$ cat src/rtl/fpc_pkg.sv
package fpc_pkg;
    // register offsets inside one class (address bits 2:0)
    localparam int unsigned OFF_CTL   = 0;
    localparam int unsigned OFF_UPD   = 1;
    localparam int unsigned OFF_SIZE0 = 2;
    // control / status bit positions
    localparam int unsigned ST_RX_PAUSED = 1;
    localparam int unsigned ST_RX_EMPTY  = 2;
    localparam int unsigned ST_TX_PAUSED = 9;
    localparam int unsigned ST_TX_EMPTY  = 10;
    // commit register bits
    localparam int unsigned UPD_RX_BIT = 0;
    localparam int unsigned UPD_TX_BIT = 1;
    // size register field positions
    localparam int unsigned SZ_RX_LSB = 0;
    localparam int unsigned SZ_TX_LSB = 16;
endpackage

$ cat src/rtl/fpc_layout.sv
module fpc_layout #(
    parameter int unsigned NCH    = 4,
    parameter int unsigned SIZE_W = 8,
    parameter int unsigned ADDR_W = 10,
    parameter int unsigned ORIGIN = 0,
    parameter int unsigned WORDS  = 512
) (
    input  logic [NCH-1:0][SIZE_W-1:0] rx_size,
    input  logic [NCH-1:0][SIZE_W-1:0] tx_size,
    output logic [NCH-1:0][ADDR_W-1:0] rx_base,
    output logic [NCH-1:0][ADDR_W-1:0] tx_base
);
    localparam int unsigned WIN_END = ORIGIN + WORDS;

    logic [ADDR_W-1:0] rx_acc;
    logic [ADDR_W-1:0] tx_acc;

    // receive regions grow upward from the window origin
    always_comb begin
        rx_acc = '0;
        for (int k = 0; k < NCH; k++) begin
            rx_base[k] = ADDR_W'(ORIGIN) + rx_acc;
            rx_acc     = rx_acc + ADDR_W'(rx_size[k]);
        end
    end

    // transmit regions packed against the window end, channel order kept
    always_comb begin
        tx_acc = '0;
        for (int k = NCH - 1; k >= 0; k--) begin
            tx_acc     = tx_acc + ADDR_W'(tx_size[k]);
            tx_base[k] = ADDR_W'(WIN_END) - tx_acc;
        end
    end
endmodule

$ cat src/rtl/fpc_class.sv
module fpc_class
    import fpc_pkg::*;
#(
    parameter int unsigned NCH    = 4,
    parameter int unsigned SIZE_W = 8,
    parameter int unsigned ADDR_W = 10,
    parameter int unsigned ORIGIN = 0,
    parameter int unsigned WORDS  = 512
) (
    input  logic                       clk,
    input  logic                       rst_n,
    input  logic                       ctl_we,
    input  logic                       upd_we,
    input  logic [NCH-1:0]             size_we,
    input  logic [31:0]                wdata,
    input  logic [NCH-1:0]             rx_busy,
    input  logic [NCH-1:0]             tx_busy,
    input  logic [NCH-1:0]             rx_empty,
    input  logic [NCH-1:0]             tx_empty,
    output logic [NCH-1:0][SIZE_W-1:0] pend_rx,
    output logic [NCH-1:0][SIZE_W-1:0] pend_tx,
    output logic [NCH-1:0][SIZE_W-1:0] act_rx,
    output logic [NCH-1:0][SIZE_W-1:0] act_tx,
    output logic [NCH-1:0][ADDR_W-1:0] rx_base,
    output logic [NCH-1:0][ADDR_W-1:0] tx_base,
    output logic                       rx_hold,
    output logic                       tx_hold,
    output logic [31:0]                status
);
    typedef struct packed {
        logic [NCH-1:0][SIZE_W-1:0] pend_rx;
        logic [NCH-1:0][SIZE_W-1:0] pend_tx;
        logic [NCH-1:0][SIZE_W-1:0] act_rx;
        logic [NCH-1:0][SIZE_W-1:0] act_tx;
        logic                       rx_pause;
        logic                       tx_pause;
    } state_t;

    state_t s_d, s_q;

    logic        rx_paused, tx_paused;
    logic        rx_all_empty, tx_all_empty;
    logic        commit_rx, commit_tx, fits;
    logic [31:0] cand_total, act_total;
    logic [NCH-1:0] rx_en, tx_en;
    logic        unused_wdata;

    assign unused_wdata = ^wdata;

    // paused once requested and nothing is in flight
    assign rx_paused = s_q.rx_pause & ~(|rx_busy);
    assign tx_paused = s_q.tx_pause & ~(|tx_busy);

    always_comb begin
        for (int i = 0; i < NCH; i++) begin
            rx_en[i] = (s_q.act_rx[i] != '0);
            tx_en[i] = (s_q.act_tx[i] != '0);
        end
    end

    assign rx_all_empty = &(rx_empty | ~rx_en);
    assign tx_all_empty = &(tx_empty | ~tx_en);

    assign commit_rx = upd_we & wdata[UPD_RX_BIT] & rx_paused;
    assign commit_tx = upd_we & wdata[UPD_TX_BIT] & tx_paused;

    // totals after a possible commit, and as currently active
    always_comb begin
        cand_total = '0;
        act_total  = '0;
        for (int i = 0; i < NCH; i++) begin
            cand_total = cand_total
                       + 32'(commit_rx ? s_q.pend_rx[i] : s_q.act_rx[i])
                       + 32'(commit_tx ? s_q.pend_tx[i] : s_q.act_tx[i]);
            act_total  = act_total + 32'(s_q.act_rx[i]) + 32'(s_q.act_tx[i]);
        end
    end

    assign fits = (cand_total <= 32'(WORDS));

    always_comb begin
        s_d = s_q;
        if (fits && commit_rx) s_d.act_rx = s_q.pend_rx;
        if (fits && commit_tx) s_d.act_tx = s_q.pend_tx;
        if (ctl_we) begin
            s_d.rx_pause = wdata[ST_RX_PAUSED];
            s_d.tx_pause = wdata[ST_TX_PAUSED];
        end
        for (int i = 0; i < NCH; i++) begin
            if (size_we[i]) begin
                s_d.pend_rx[i] = wdata[SZ_RX_LSB +: SIZE_W];
                s_d.pend_tx[i] = wdata[SZ_TX_LSB +: SIZE_W];
                s_d.rx_pause   = 1'b1;
                s_d.tx_pause   = 1'b1;
            end
        end
    end

    always_ff @(posedge clk or negedge rst_n) begin
        if (!rst_n) begin
            s_q.pend_rx  <= '0;
            s_q.pend_tx  <= '0;
            s_q.act_rx   <= '0;
            s_q.act_tx   <= '0;
            s_q.rx_pause <= 1'b1;
            s_q.tx_pause <= 1'b1;
        end else begin
            s_q <= s_d;
        end
    end

    fpc_layout #(
        .NCH(NCH), .SIZE_W(SIZE_W), .ADDR_W(ADDR_W),
        .ORIGIN(ORIGIN), .WORDS(WORDS)
    ) u_layout (
        .rx_size(s_q.act_rx),
        .tx_size(s_q.act_tx),
        .rx_base(rx_base),
        .tx_base(tx_base)
    );

    assign pend_rx = s_q.pend_rx;
    assign pend_tx = s_q.pend_tx;
    assign act_rx  = s_q.act_rx;
    assign act_tx  = s_q.act_tx;
    assign rx_hold = s_q.rx_pause;
    assign tx_hold = s_q.tx_pause;

    always_comb begin
        status               = '0;
        status[ST_RX_PAUSED] = rx_paused;
        status[ST_RX_EMPTY]  = rx_all_empty;
        status[ST_TX_PAUSED] = tx_paused;
        status[ST_TX_EMPTY]  = tx_all_empty;
    end


    rx_commit_gate_chk: assert property (@(posedge clk) disable iff (!rst_n)
        !$stable(act_rx) |-> $past(upd_we && wdata[UPD_RX_BIT] && rx_paused));

    tx_commit_gate_chk: assert property (@(posedge clk) disable iff (!rst_n)
        !$stable(act_tx) |-> $past(upd_we && wdata[UPD_TX_BIT] && tx_paused));

    size_write_pause_chk: assert property (@(posedge clk) disable iff (!rst_n)
        (size_we != '0) |=> (rx_hold && tx_hold));

    rx_unpause_src_chk: assert property (@(posedge clk) disable iff (!rst_n)
        $fell(rx_hold) |-> $past(ctl_we));

    tx_unpause_src_chk: assert property (@(posedge clk) disable iff (!rst_n)
        $fell(tx_hold) |-> $past(ctl_we));

    window_limit_chk: assert property (@(posedge clk) disable iff (!rst_n)
        act_total <= 32'(WORDS));

    no_overlap_chk: assert property (@(posedge clk) disable iff (!rst_n)
        32'(rx_base[NCH-1]) + 32'(act_rx[NCH-1]) <= 32'(tx_base[0]));
endmodule

$ cat src/rtl/fifo_partition_ctrl.sv
module fifo_partition_ctrl
    import fpc_pkg::*;
#(
    parameter int unsigned NU         = 4,
    parameter int unsigned NS         = 2,
    parameter int unsigned SW         = 8,
    parameter int unsigned UART_WORDS = 512,
    parameter int unsigned SPI_WORDS  = 256,
    parameter int unsigned AW         = $clog2(UART_WORDS + SPI_WORDS + 1)
) (
    input  logic             clk,
    input  logic             rst_n,
    input  logic             wr_en,
    input  logic [3:0]       wr_addr,
    input  logic [31:0]      wr_data,
    input  logic [3:0]       rd_addr,
    output logic [31:0]      rd_data,
    input  logic [NU-1:0]    uart_rx_busy,
    input  logic [NU-1:0]    uart_tx_busy,
    input  logic [NU-1:0]    uart_rx_empty,
    input  logic [NU-1:0]    uart_tx_empty,
    input  logic [NS-1:0]    spi_rx_busy,
    input  logic [NS-1:0]    spi_tx_busy,
    input  logic [NS-1:0]    spi_rx_empty,
    input  logic [NS-1:0]    spi_tx_empty,
    output logic             uart_rx_hold,
    output logic             uart_tx_hold,
    output logic             spi_rx_hold,
    output logic             spi_tx_hold,
    output logic [NU*SW-1:0] uart_rx_size,
    output logic [NU*SW-1:0] uart_tx_size,
    output logic [NU*AW-1:0] uart_rx_base,
    output logic [NU*AW-1:0] uart_tx_base,
    output logic [NS*SW-1:0] spi_rx_size,
    output logic [NS*SW-1:0] spi_tx_size,
    output logic [NS*AW-1:0] spi_rx_base,
    output logic [NS*AW-1:0] spi_tx_base
);
    localparam int unsigned SPI_ORIGIN = UART_WORDS;

    logic       wr_uart, wr_spi;
    logic [2:0] wr_off, rd_off;

    assign wr_uart = wr_en & ~wr_addr[3];
    assign wr_spi  = wr_en &  wr_addr[3];
    assign wr_off  = wr_addr[2:0];
    assign rd_off  = rd_addr[2:0];

    logic [NU-1:0] u_size_we;
    logic [NS-1:0] s_size_we;

    for (genvar i = 0; i < NU; i++) begin : g_usel
        assign u_size_we[i] = wr_uart & (wr_off == 3'(OFF_SIZE0 + i));
    end
    for (genvar i = 0; i < NS; i++) begin : g_ssel
        assign s_size_we[i] = wr_spi & (wr_off == 3'(OFF_SIZE0 + i));
    end

    logic [NU-1:0][SW-1:0] u_pend_rx, u_pend_tx, u_act_rx, u_act_tx;
    logic [NU-1:0][AW-1:0] u_rx_base, u_tx_base;
    logic [NS-1:0][SW-1:0] s_pend_rx, s_pend_tx, s_act_rx, s_act_tx;
    logic [NS-1:0][AW-1:0] s_rx_base, s_tx_base;
    logic [31:0]           u_status, s_status;

    fpc_class #(
        .NCH(NU), .SIZE_W(SW), .ADDR_W(AW), .ORIGIN(0), .WORDS(UART_WORDS)
    ) u_uart_cls (
        .clk(clk), .rst_n(rst_n),
        .ctl_we(wr_uart & (wr_off == 3'(OFF_CTL))),
        .upd_we(wr_uart & (wr_off == 3'(OFF_UPD))),
        .size_we(u_size_we), .wdata(wr_data),
        .rx_busy(uart_rx_busy), .tx_busy(uart_tx_busy),
        .rx_empty(uart_rx_empty), .tx_empty(uart_tx_empty),
        .pend_rx(u_pend_rx), .pend_tx(u_pend_tx),
        .act_rx(u_act_rx), .act_tx(u_act_tx),
        .rx_base(u_rx_base), .tx_base(u_tx_base),
        .rx_hold(uart_rx_hold), .tx_hold(uart_tx_hold),
        .status(u_status)
    );

    fpc_class #(
        .NCH(NS), .SIZE_W(SW), .ADDR_W(AW), .ORIGIN(SPI_ORIGIN), .WORDS(SPI_WORDS)
    ) u_spi_cls (
        .clk(clk), .rst_n(rst_n),
        .ctl_we(wr_spi & (wr_off == 3'(OFF_CTL))),
        .upd_we(wr_spi & (wr_off == 3'(OFF_UPD))),
        .size_we(s_size_we), .wdata(wr_data),
        .rx_busy(spi_rx_busy), .tx_busy(spi_tx_busy),
        .rx_empty(spi_rx_empty), .tx_empty(spi_tx_empty),
        .pend_rx(s_pend_rx), .pend_tx(s_pend_tx),
        .act_rx(s_act_rx), .act_tx(s_act_tx),
        .rx_base(s_rx_base), .tx_base(s_tx_base),
        .rx_hold(spi_rx_hold), .tx_hold(spi_tx_hold),
        .status(s_status)
    );

    assign uart_rx_size = u_act_rx;
    assign uart_tx_size = u_act_tx;
    assign uart_rx_base = u_rx_base;
    assign uart_tx_base = u_tx_base;
    assign spi_rx_size  = s_act_rx;
    assign spi_tx_size  = s_act_tx;
    assign spi_rx_base  = s_rx_base;
    assign spi_tx_base  = s_tx_base;

    // read mux: status at offset 0, zero at 1, staged sizes from offset 2
    always_comb begin
        rd_data = '0;
        if (rd_off == 3'(OFF_CTL)) begin
            rd_data = rd_addr[3] ? s_status : u_status;
        end else if (!rd_addr[3]) begin
            for (int i = 0; i < NU; i++) begin
                if (rd_off == 3'(OFF_SIZE0 + i)) begin
                    rd_data[SZ_RX_LSB +: SW] = u_pend_rx[i];
                    rd_data[SZ_TX_LSB +: SW] = u_pend_tx[i];
                end
            end
        end else begin
            for (int i = 0; i < NS; i++) begin
                if (rd_off == 3'(OFF_SIZE0 + i)) begin
                    rd_data[SZ_RX_LSB +: SW] = s_pend_rx[i];
                    rd_data[SZ_TX_LSB +: SW] = s_pend_tx[i];
                end
            end
        end
    end
endmodule

$ cat config.mk
export PLATFORM = sky130hd
export DESIGN_NAME = fifo_partition_ctrl
export DESIGN_NICKNAME = d
export VERILOG_FILES = /design/src/rtl/fpc_pkg.sv /design/src/rtl/fpc_layout.sv /design/src/rtl/fpc_class.sv /design/src/rtl/fifo_partition_ctrl.sv
export SDC_FILE = /design/constraint.sdc
export NUM_CORES = 1
export LEC_CHECK = 0
export ABC_CLOCK_PERIOD_IN_PS = 13350
export CAP_MARGIN = 15
export CORE_MARGIN = 10
export CORE_UTILIZATION = 40
export CTS_CLUSTER_DIAMETER = 80
export DETAILED_ROUTE_END_ITERATION = 6
export DONT_BUFFER_PORTS = 1
export PLACE_DENSITY_LB_ADDON = 0.08
export SYNTH_ARGS = -nofsm -noshare
export SYNTH_HDL_FRONTEND = slang
export SYNTH_SLANG_ARGS = --single-unit
export TNS_END_PERCENT = 20
$ cat constraint.sdc
create_clock -name clk -period 13.35 [get_ports clk]
set_clock_uncertainty 0.05 [all_clocks]
set_input_delay 0.6675 -clock clk [delete_from_list [all_inputs] [get_ports clk]]
set_output_delay 0.6675 -clock clk [all_outputs]
set_load 0.01 [all_outputs]
==> results_dict.tcl, run 1 <==
set metrics [dict create \
    max_freq_mhz 149.0 \
    overflow 0 \
    finalNetCount 1526 \
    period_needed_ns 6.713 \
    cp-start-kind "flip-flop" \
    syn_area_per_cell_sq_um 11.12 \
    wl_per_cell_um 25.61 \
    synthXorXnorAreaFrac_pct 4.492 \
    max_slew_margin_pct 21.21 \
    grt_antenna_before_repair 0 \
    viasPerCell 5.618 \
    row_count 70 \
    hold_viol_final 0 \
    drive_gt1_share_pct 18.70 \
    clock_latency_ns 0.45 \
    finalWorstSetupSlack_ns 6.637 \
    cp_max_fo 33 \
    cp_common_cell "fa_1" \
    synth-seq-cells 196 \
    fp.dieArea_sq_um 45610 \
    drt_iter0_drc 504 \
    cts_tree "done" \
    first_pass_iters 7 \
    grt_max_degree 193 \
    ios 319 \
    dp_hpwl_um 35920 \
    outcome "finished, final reports clean" \
    initial_utilization_pct 40.74 \
    ys_warn_count 0 \
    yosys.area_share.simple_pct 7.890 \
    synthDistinctLibCells 76 \
    synth_top_family_by_area "multiplexers" \
    synth_fa_ha_area_share_pct 15.98 \
    synth_enable_flop_cells 0 \
    vias 10050 \
    synth_compound_area_share_pct 8.591 \
    pre_cts_ws_ns 6.253 \
    drt_wl_total_um 45820 \
    power.leakage_nw 7.374 \
    syn-cell-area_sq_um 14990 \
    clk_pin_slew_ns 0.07 \
    synthFlopType "dfrtp_1" \
    place_congestion 0.8675 \
    io_buffer_count 0 \
    peakVddDrop_uv 81.83 \
    numCtsBuffers 17 \
    clockBufferDepth 2 \
    cts.htree.levels 4 \
    crit_required_ns 13.62 \
    arrival_ns 6.98 \
    grt_setup_unrepaired "no" \
    setup_tns_ns 0 \
    clock-sinks 196 \
    cts_setup_buffers 0 \
    maxCapViolations 0 \
    worst_pin_slew_ns 1.178 \
    synth_commonest_cells "dfrtp_1, mux2_2, mux2i_1" \
    grtUsageTotal_pct 19.85 \
    yosys-mux-area-fraction_pct 23.64 \
    dieHeight_um 213.6 \
    synth_top_area_share_pct 32.06 \
    pwr_density_cell_nw_per_um2 106.2 \
    async_flop_share_pct 100.0 \
    ctsRootBufferMaster "clkbuf_16" \
    finalCritPeriodShare_pct 50.28 \
    syn_inst 1348 \
    postRouteAntennaNets 0 \
    grt_pass1_wl_um 67810 \
    yosysSeqAreaShare_pct 32.76 \
    fillers 3548 \
    critPathSlowestCell "dfstp_2" \
    synth_most_common_cell "dfrtp_1" \
    report.final.slew_viol_count 0 \
    crit_chain "and2_1 > and3_2 > buf_4 > mux2i_1 > fa_1 > fa_1 > fa_1 > fa_1 > inv_1 > ha_1 > fa_1 > a21oi_1 > o21bai_1 > a2111o_1 > a31oi_4 > o211ai_4 > buf_4 > mux2_1" \
    antennaDiodeCount 0 \
    grt_pass1_vias 10168 \
    end_kind "flip-flop" \
    setup_viol 0 \
    cts_resized 0 \
    core_sq_um 36790 \
    criticalPathCategory "flip-flop to flip-flop" \
    hold_buffers 2 \
    yosys-top-cells-area "dfrtp_1, mux2_2, fa_1" \
    cpPeakStageDelay_ns 0.59 \
    yosysTopAreaCell "dfrtp_1" \
    fp.dieW_um 213.6 \
    syn_to_final_growth_pct 4.718 \
    drt_drc_violations_left 0 \
    hp-class "input port to async pin" \
]
[layer usage]
metal	share of wire (%)	GRT usage, %	wire [um]	vias up
li1	-	-	-	4616
met1	44	26.27	20020	5166
met2	48	32.16	22000	246
met3	7.3	5.227	3365	22
met4	0.95	3.862	436	0
met5	0	0	0	-
[sequential cells by signal, summed over array words and instances (netlist names)]
name                flops
u_spi_cls.pend_rx      16
u_uart_cls.act_tx      32
u_uart_cls.tx_hold      1
u_uart_cls.pend_rx     32
u_spi_cls.act_tx       16
u_uart_cls.rx_hold      1
u_spi_cls.rx_hold       1
u_spi_cls.act_rx       16
u_uart_cls.act_rx      32
u_uart_cls.pend_tx     32
u_spi_cls.tx_hold       1
u_spi_cls.pend_tx      16
[report_power, final]
part	switching (mW)	internal (mW)	leakage, nW	total, mW
Clock	0.240	0.287	0.277	0.528
Sequential	0.106	0.672	2.56	0.778
Combinational	0.199	0.161	4.54	0.360
[path summary, 6_finish.rpt]
kind                                                startpoint                                end  slack, ns  cells past startpoint
worst max-delay path            u_uart_cls.rx_hold$_DFFE_PN1P_  u_uart_cls.act_rx[30]$_DFFE_PN0P_       6.64                     18
worst min-delay path                                     rst_n    u_spi_cls.act_rx[5]$_DFFE_PN0P_       0.19                      1
worst max register to register  u_uart_cls.rx_hold$_DFFE_PN1P_  u_uart_cls.act_rx[30]$_DFFE_PN0P_       6.64                     18
worst min register to register  u_uart_cls.rx_hold$_DFFE_PN1P_     u_uart_cls.rx_hold$_DFFE_PN1P_       0.50                      2
max in group asynchronous                                rst_n  u_uart_cls.act_tx[11]$_DFFE_PN0P_      12.28                      1
min in group clk                                    wr_addr[1]      u_spi_cls.rx_hold$_DFFE_PN1P_       0.30                      1
[critical path, delay by kind of cell, from the launching register on]
kind	cells	cell delay, ns
adders and majority gates	6	2.76
AOI/OAI and AO/OA	5	1.11
buffers and inverters	3	0.81
muxes	2	0.79
DFF	1	0.59
and+or+nand+nor	2	0.40
[kinds of logic after synthesis]
group | Yosys count
other | 2
AND/OR/NAND/NOR | 222
XOR/XNOR | 76
adder cells (fa/ha/maj) | 150
buffers and inverters | 180
multiplexers | 321
flip-flops | 196
AO/OA/AOI/OAI | 201
[through the flow]
stage | std cells | cell area, sq um | power [mW] | util (%) | hold WS, ns
after CTS | 1789 | 15690 | 1.688 | 42.66 | 0.2792
after global placement | 1756 | 15070 | 1.138 | 40.97 | 0.3369
final | 1789 | 15690 | 1.666 | 42.66 | 0.1867
after floorplan | 1386 | 15130 | 1.047 | - | 0.3219
after detailed placement | 1756 | 15070 | 1.145 | 40.97 | 0.3364
after global routing | 1789 | 15690 | 1.755 | 42.66 | 0.2901
[cell type report]
cell class                      instances  area [sq um]  share of cell area, %
Timing Repair Buffer                   10         97.59                 0.6219
Clock inverter                         10         122.6                 0.7814
Sequential cell                       196          4910                  31.29
Inverter                               74         277.8                  1.770
Tap cell                              468         585.6                  3.731
Clock buffer                           21         460.4                  2.934
Multi-Input combinational cell       1010          9239                  58.87
[layout by cell type, fill, tap and decap left out, types with 16 or more instances in the layout]
| cell | netlist | layout |
|---|---|---|
| inv_1 | 73 | 73 |
| mux2_1 | 24 | 24 |
| conb_1 | 2 | 40 |
| mux2_4 | 20 | 20 |
| xnor2_1 | 48 | 48 |
| ha_1 | 81 | 81 |
| nor4_1 | 30 | 30 |
| mux2i_1 | 118 | 118 |
| clkbuf_16 | 0 | 17 |
| mux2_2 | 159 | 159 |
| o21ai_0 | 46 | 46 |
| nand2b_1 | 16 | 16 |
| xor2_1 | 27 | 27 |
| nand2_1 | 28 | 28 |
| a21oi_1 | 78 | 78 |
| dfrtp_1 | 192 | 192 |
| nor2_1 | 62 | 62 |
| fa_1 | 69 | 69 |
(Power assumes the default switching activity.)
==> inputs of run 2 (changes only) <==
--- a/config.mk
+++ b/config.mk
@@ -5,7 +5,7 @@
 export SDC_FILE = /design/constraint.sdc
 export NUM_CORES = 1
 export LEC_CHECK = 0
-export ABC_CLOCK_PERIOD_IN_PS = 13350
+export ABC_CLOCK_PERIOD_IN_PS = 5400
 export CAP_MARGIN = 15
 export CORE_MARGIN = 10
 export CORE_UTILIZATION = 40
==> constraint.sdc (replaced) <==
create_clock -name clk -period 5.4 [get_ports clk]
set_clock_uncertainty 0.05 [all_clocks]
set_input_delay 0.27 -clock clk [delete_from_list [all_inputs] [get_ports clk]]
set_output_delay 0.27 -clock clk [all_outputs]
set_load 0.01 [all_outputs]
==> results_dict.tcl, run 2 (synthesis gave the netlist of run 1 again) <==
set metrics [dict create \
    clk_pin_slew_ns 0.08 \
    finalWorstSetupSlack_ns -0.3163 \
    grt_pass1_vias 11154 \
    cts.htree.levels 4 \
    dp_hpwl_um 37930 \
    overflow 0 \
    outcome "complete, but fails checks" \
    cp_common_cell "fa_2" \
    finalCritPeriodShare_pct 105.9 \
    crit_required_ns 5.69 \
    ff2ff_setup_slack_ns -0.32 \
    criticalPathCategory "flip-flop to flip-flop" \
    hold_viol_final 0 \
    maxCapViolations 0 \
    initial_utilization_pct 40.74 \
    drt_drc_violations_left 0 \
    grtUsageTotal_pct 21.41 \
    drt_iter0_drc 721 \
    finalNetCount 1680 \
    drive_gt1_share_pct 30.56 \
    grt_antenna_before_repair 0 \
    cpPeakStageDelay_ns 0.56 \
    crit_chain "and2_4 > and3_4 > buf_12 > buf_12 > mux2i_1 > buf_4 > fa_2 > fa_2 > fa_2 > inv_2 > fa_2 > ha_4 > fa_2 > a21oi_2 > o21bai_2 > a2111o_1 > a31oi_4 > o211ai_4 > buf_12 > buf_16 > mux2_4" \
    reg2reg_depth 21 \
    total_power_mw 4.278 \
    fp.dieW_um 213.6 \
    first_pass_iters 5 \
    seqPwrFrac_pct 44.9 \
    power_frac_clock_pct 30.2 \
    p_int_mw 2.771 \
    path_buf_inv 6 \
    place_congestion 0.8462 \
    switchingPower_mw 1.507 \
    ctsRootBufferMaster "clkbuf_16" \
    hp-class "input port to flip-flop" \
    wl_per_cell_um 25.25 \
    viasPerCell 5.521 \
    syn_to_final_growth_pct 16.85 \
    hold_depth 2 \
    row_count 70 \
    dieHeight_um 213.6 \
    setup_viol 64 \
    violations "negative setup slack" \
    grt_max_degree 197 \
    vias 10738 \
    final_core_util_pct 47.60 \
    clock_latency_ns 0.46 \
    grt_pass1_wl_um 73140 \
    swShare_pct 35.23 \
    power.leakage_nw 8.285 \
    mostFrequentLayoutCell "dfrtp_1" \
    layout_common_cells "dfrtp_1, mux2_2, buf_4, mux2i_1" \
    pwr_density_cell_nw_per_um2 244.3 \
    end_kind "flip-flop" \
    cp.depth 21 \
    max_freq_mhz 174.9 \
    postRouteAntennaNets 0 \
    numCtsBuffers 17 \
    grt_setup_unrepaired "yes" \
    cp_max_fo 8 \
    clock-sinks 196 \
    worst_pin_slew_ns 1.134 \
    report.final.slew_viol_count 0 \
    core_sq_um 36790 \
    ios 319 \
    period_needed_ns 5.716 \
    cp-start-kind "flip-flop" \
    fp.dieArea_sq_um 45610 \
    max_slew_margin_pct 24.38 \
    io_buffer_count 0 \
    pwr-share-comb_pct 24.9 \
    cp_top_family "adder cells" \
    drt_wl_total_um 49110 \
    peakVddDrop_uv 215.3 \
    clockBufferDepth 2 \
    arrival_ns 6.01 \
    cts_tree "done" \
    critPathSlowestCell "fa_2" \
]
-- run 2: per-layer routing --
| metal | vias up | global-route usage [%] | wire length, um |
|---|---|---|---|
| met2 | 306 | 34.73 | 23290 |
| met5 | - | 0 | 0 |
| met1 | 5448 | 28.29 | 21730 |
| li1 | 4938 | - | - |
| met4 | 0 | 5.622 | 911 |
| met3 | 46 | 4.818 | 3184 |
-- run 2: worst paths after layout --
kind,startpoint,end
max in group asynchronous,rst_n,u_uart_cls.pend_tx[9]$_DFFE_PN0P_
worst min-delay path,wr_addr[1],u_uart_cls.tx_hold$_DFFE_PN1P_
min in group asynchronous,rst_n,u_spi_cls.pend_rx[4]$_DFFE_PN0P_
worst min register to register,u_spi_cls.pend_rx[5]$_DFFE_PN0P_,u_spi_cls.act_rx[5]$_DFFE_PN0P_
worst max-delay path,u_uart_cls.tx_hold$_DFFE_PN1P_,u_uart_cls.act_rx[29]$_DFFE_PN0P_
worst max register to register,u_uart_cls.tx_hold$_DFFE_PN1P_,u_uart_cls.act_rx[29]$_DFFE_PN0P_
-- run 2: worst register-to-register path, cell delays in order (launching register included) --
cell      delay, ns
dfstp_2        0.53
and2_4         0.13
and3_4         0.21
buf_12         0.14
buf_12         0.15
mux2i_1        0.20
buf_4          0.17
fa_2           0.44
fa_2           0.50
fa_2           0.56
inv_2          0.04
fa_2           0.35
ha_4           0.18
fa_2           0.35
a21oi_2        0.14
o21bai_2       0.08
a2111o_1       0.41
a31oi_4        0.24
o211ai_4       0.11
buf_12         0.16
buf_16         0.16
mux2_4         0.29
-- run 2: timing repair --
| item | CTS | global route |
|---|---|---|
| cloned | 4 | 0 |
| resized for setup | 44 | 14 |
| setup endpoints to repair | 77 | 97 |
| pin swaps | 18 | 13 |
| hold buffers | 21 | 0 |
| buffers inserted | 13 | 5 |
| endpoints found under the hold margin | 296 | 0 |
-- run 2: power groups by stage --
stage               clock network, mW  registers [mW]  logic (mW)
global route                     1.37            1.95        1.17
detailed placement                  0            1.94        1.00
floorplan                           0            1.84       0.754
CTS                              1.32            1.92        1.08
finish                           1.29            1.92        1.06
global placement                    0            1.95       0.991
-- run 2: area by class of cell --
cell class	count	area, sq um
Sequential cell	196	4910
Clock inverter	15	163.9
Antenna cell	1	2.502
Clock buffer	17	425.4
Multi-Input combinational cell	1010	9574
Tap cell	468	585.6
Inverter	74	277.8
Fill cell	3482	19270
Timing Repair Buffer	164	1572
-- run 2: metrics by stage --
stage | cells | setup TNS [ns] | area [sq um] | hold WS, ns | worst slack, ns
finish | 1945 | -17.86 | 17510 | 0.01851 | -0.3163
global route | 1944 | -32.26 | 17510 | 0.04180 | -0.5054
CTS | 1939 | -20.94 | 17410 | 0.006175 | -0.3657
detailed placement | 1869 | -33.77 | 16130 | -0.06399 | -0.5449
global placement | 1869 | -33.49 | 16130 | -0.06307 | -0.5461
floorplan | 1386 | -5.819 | 15300 | -0.07559 | -0.1112
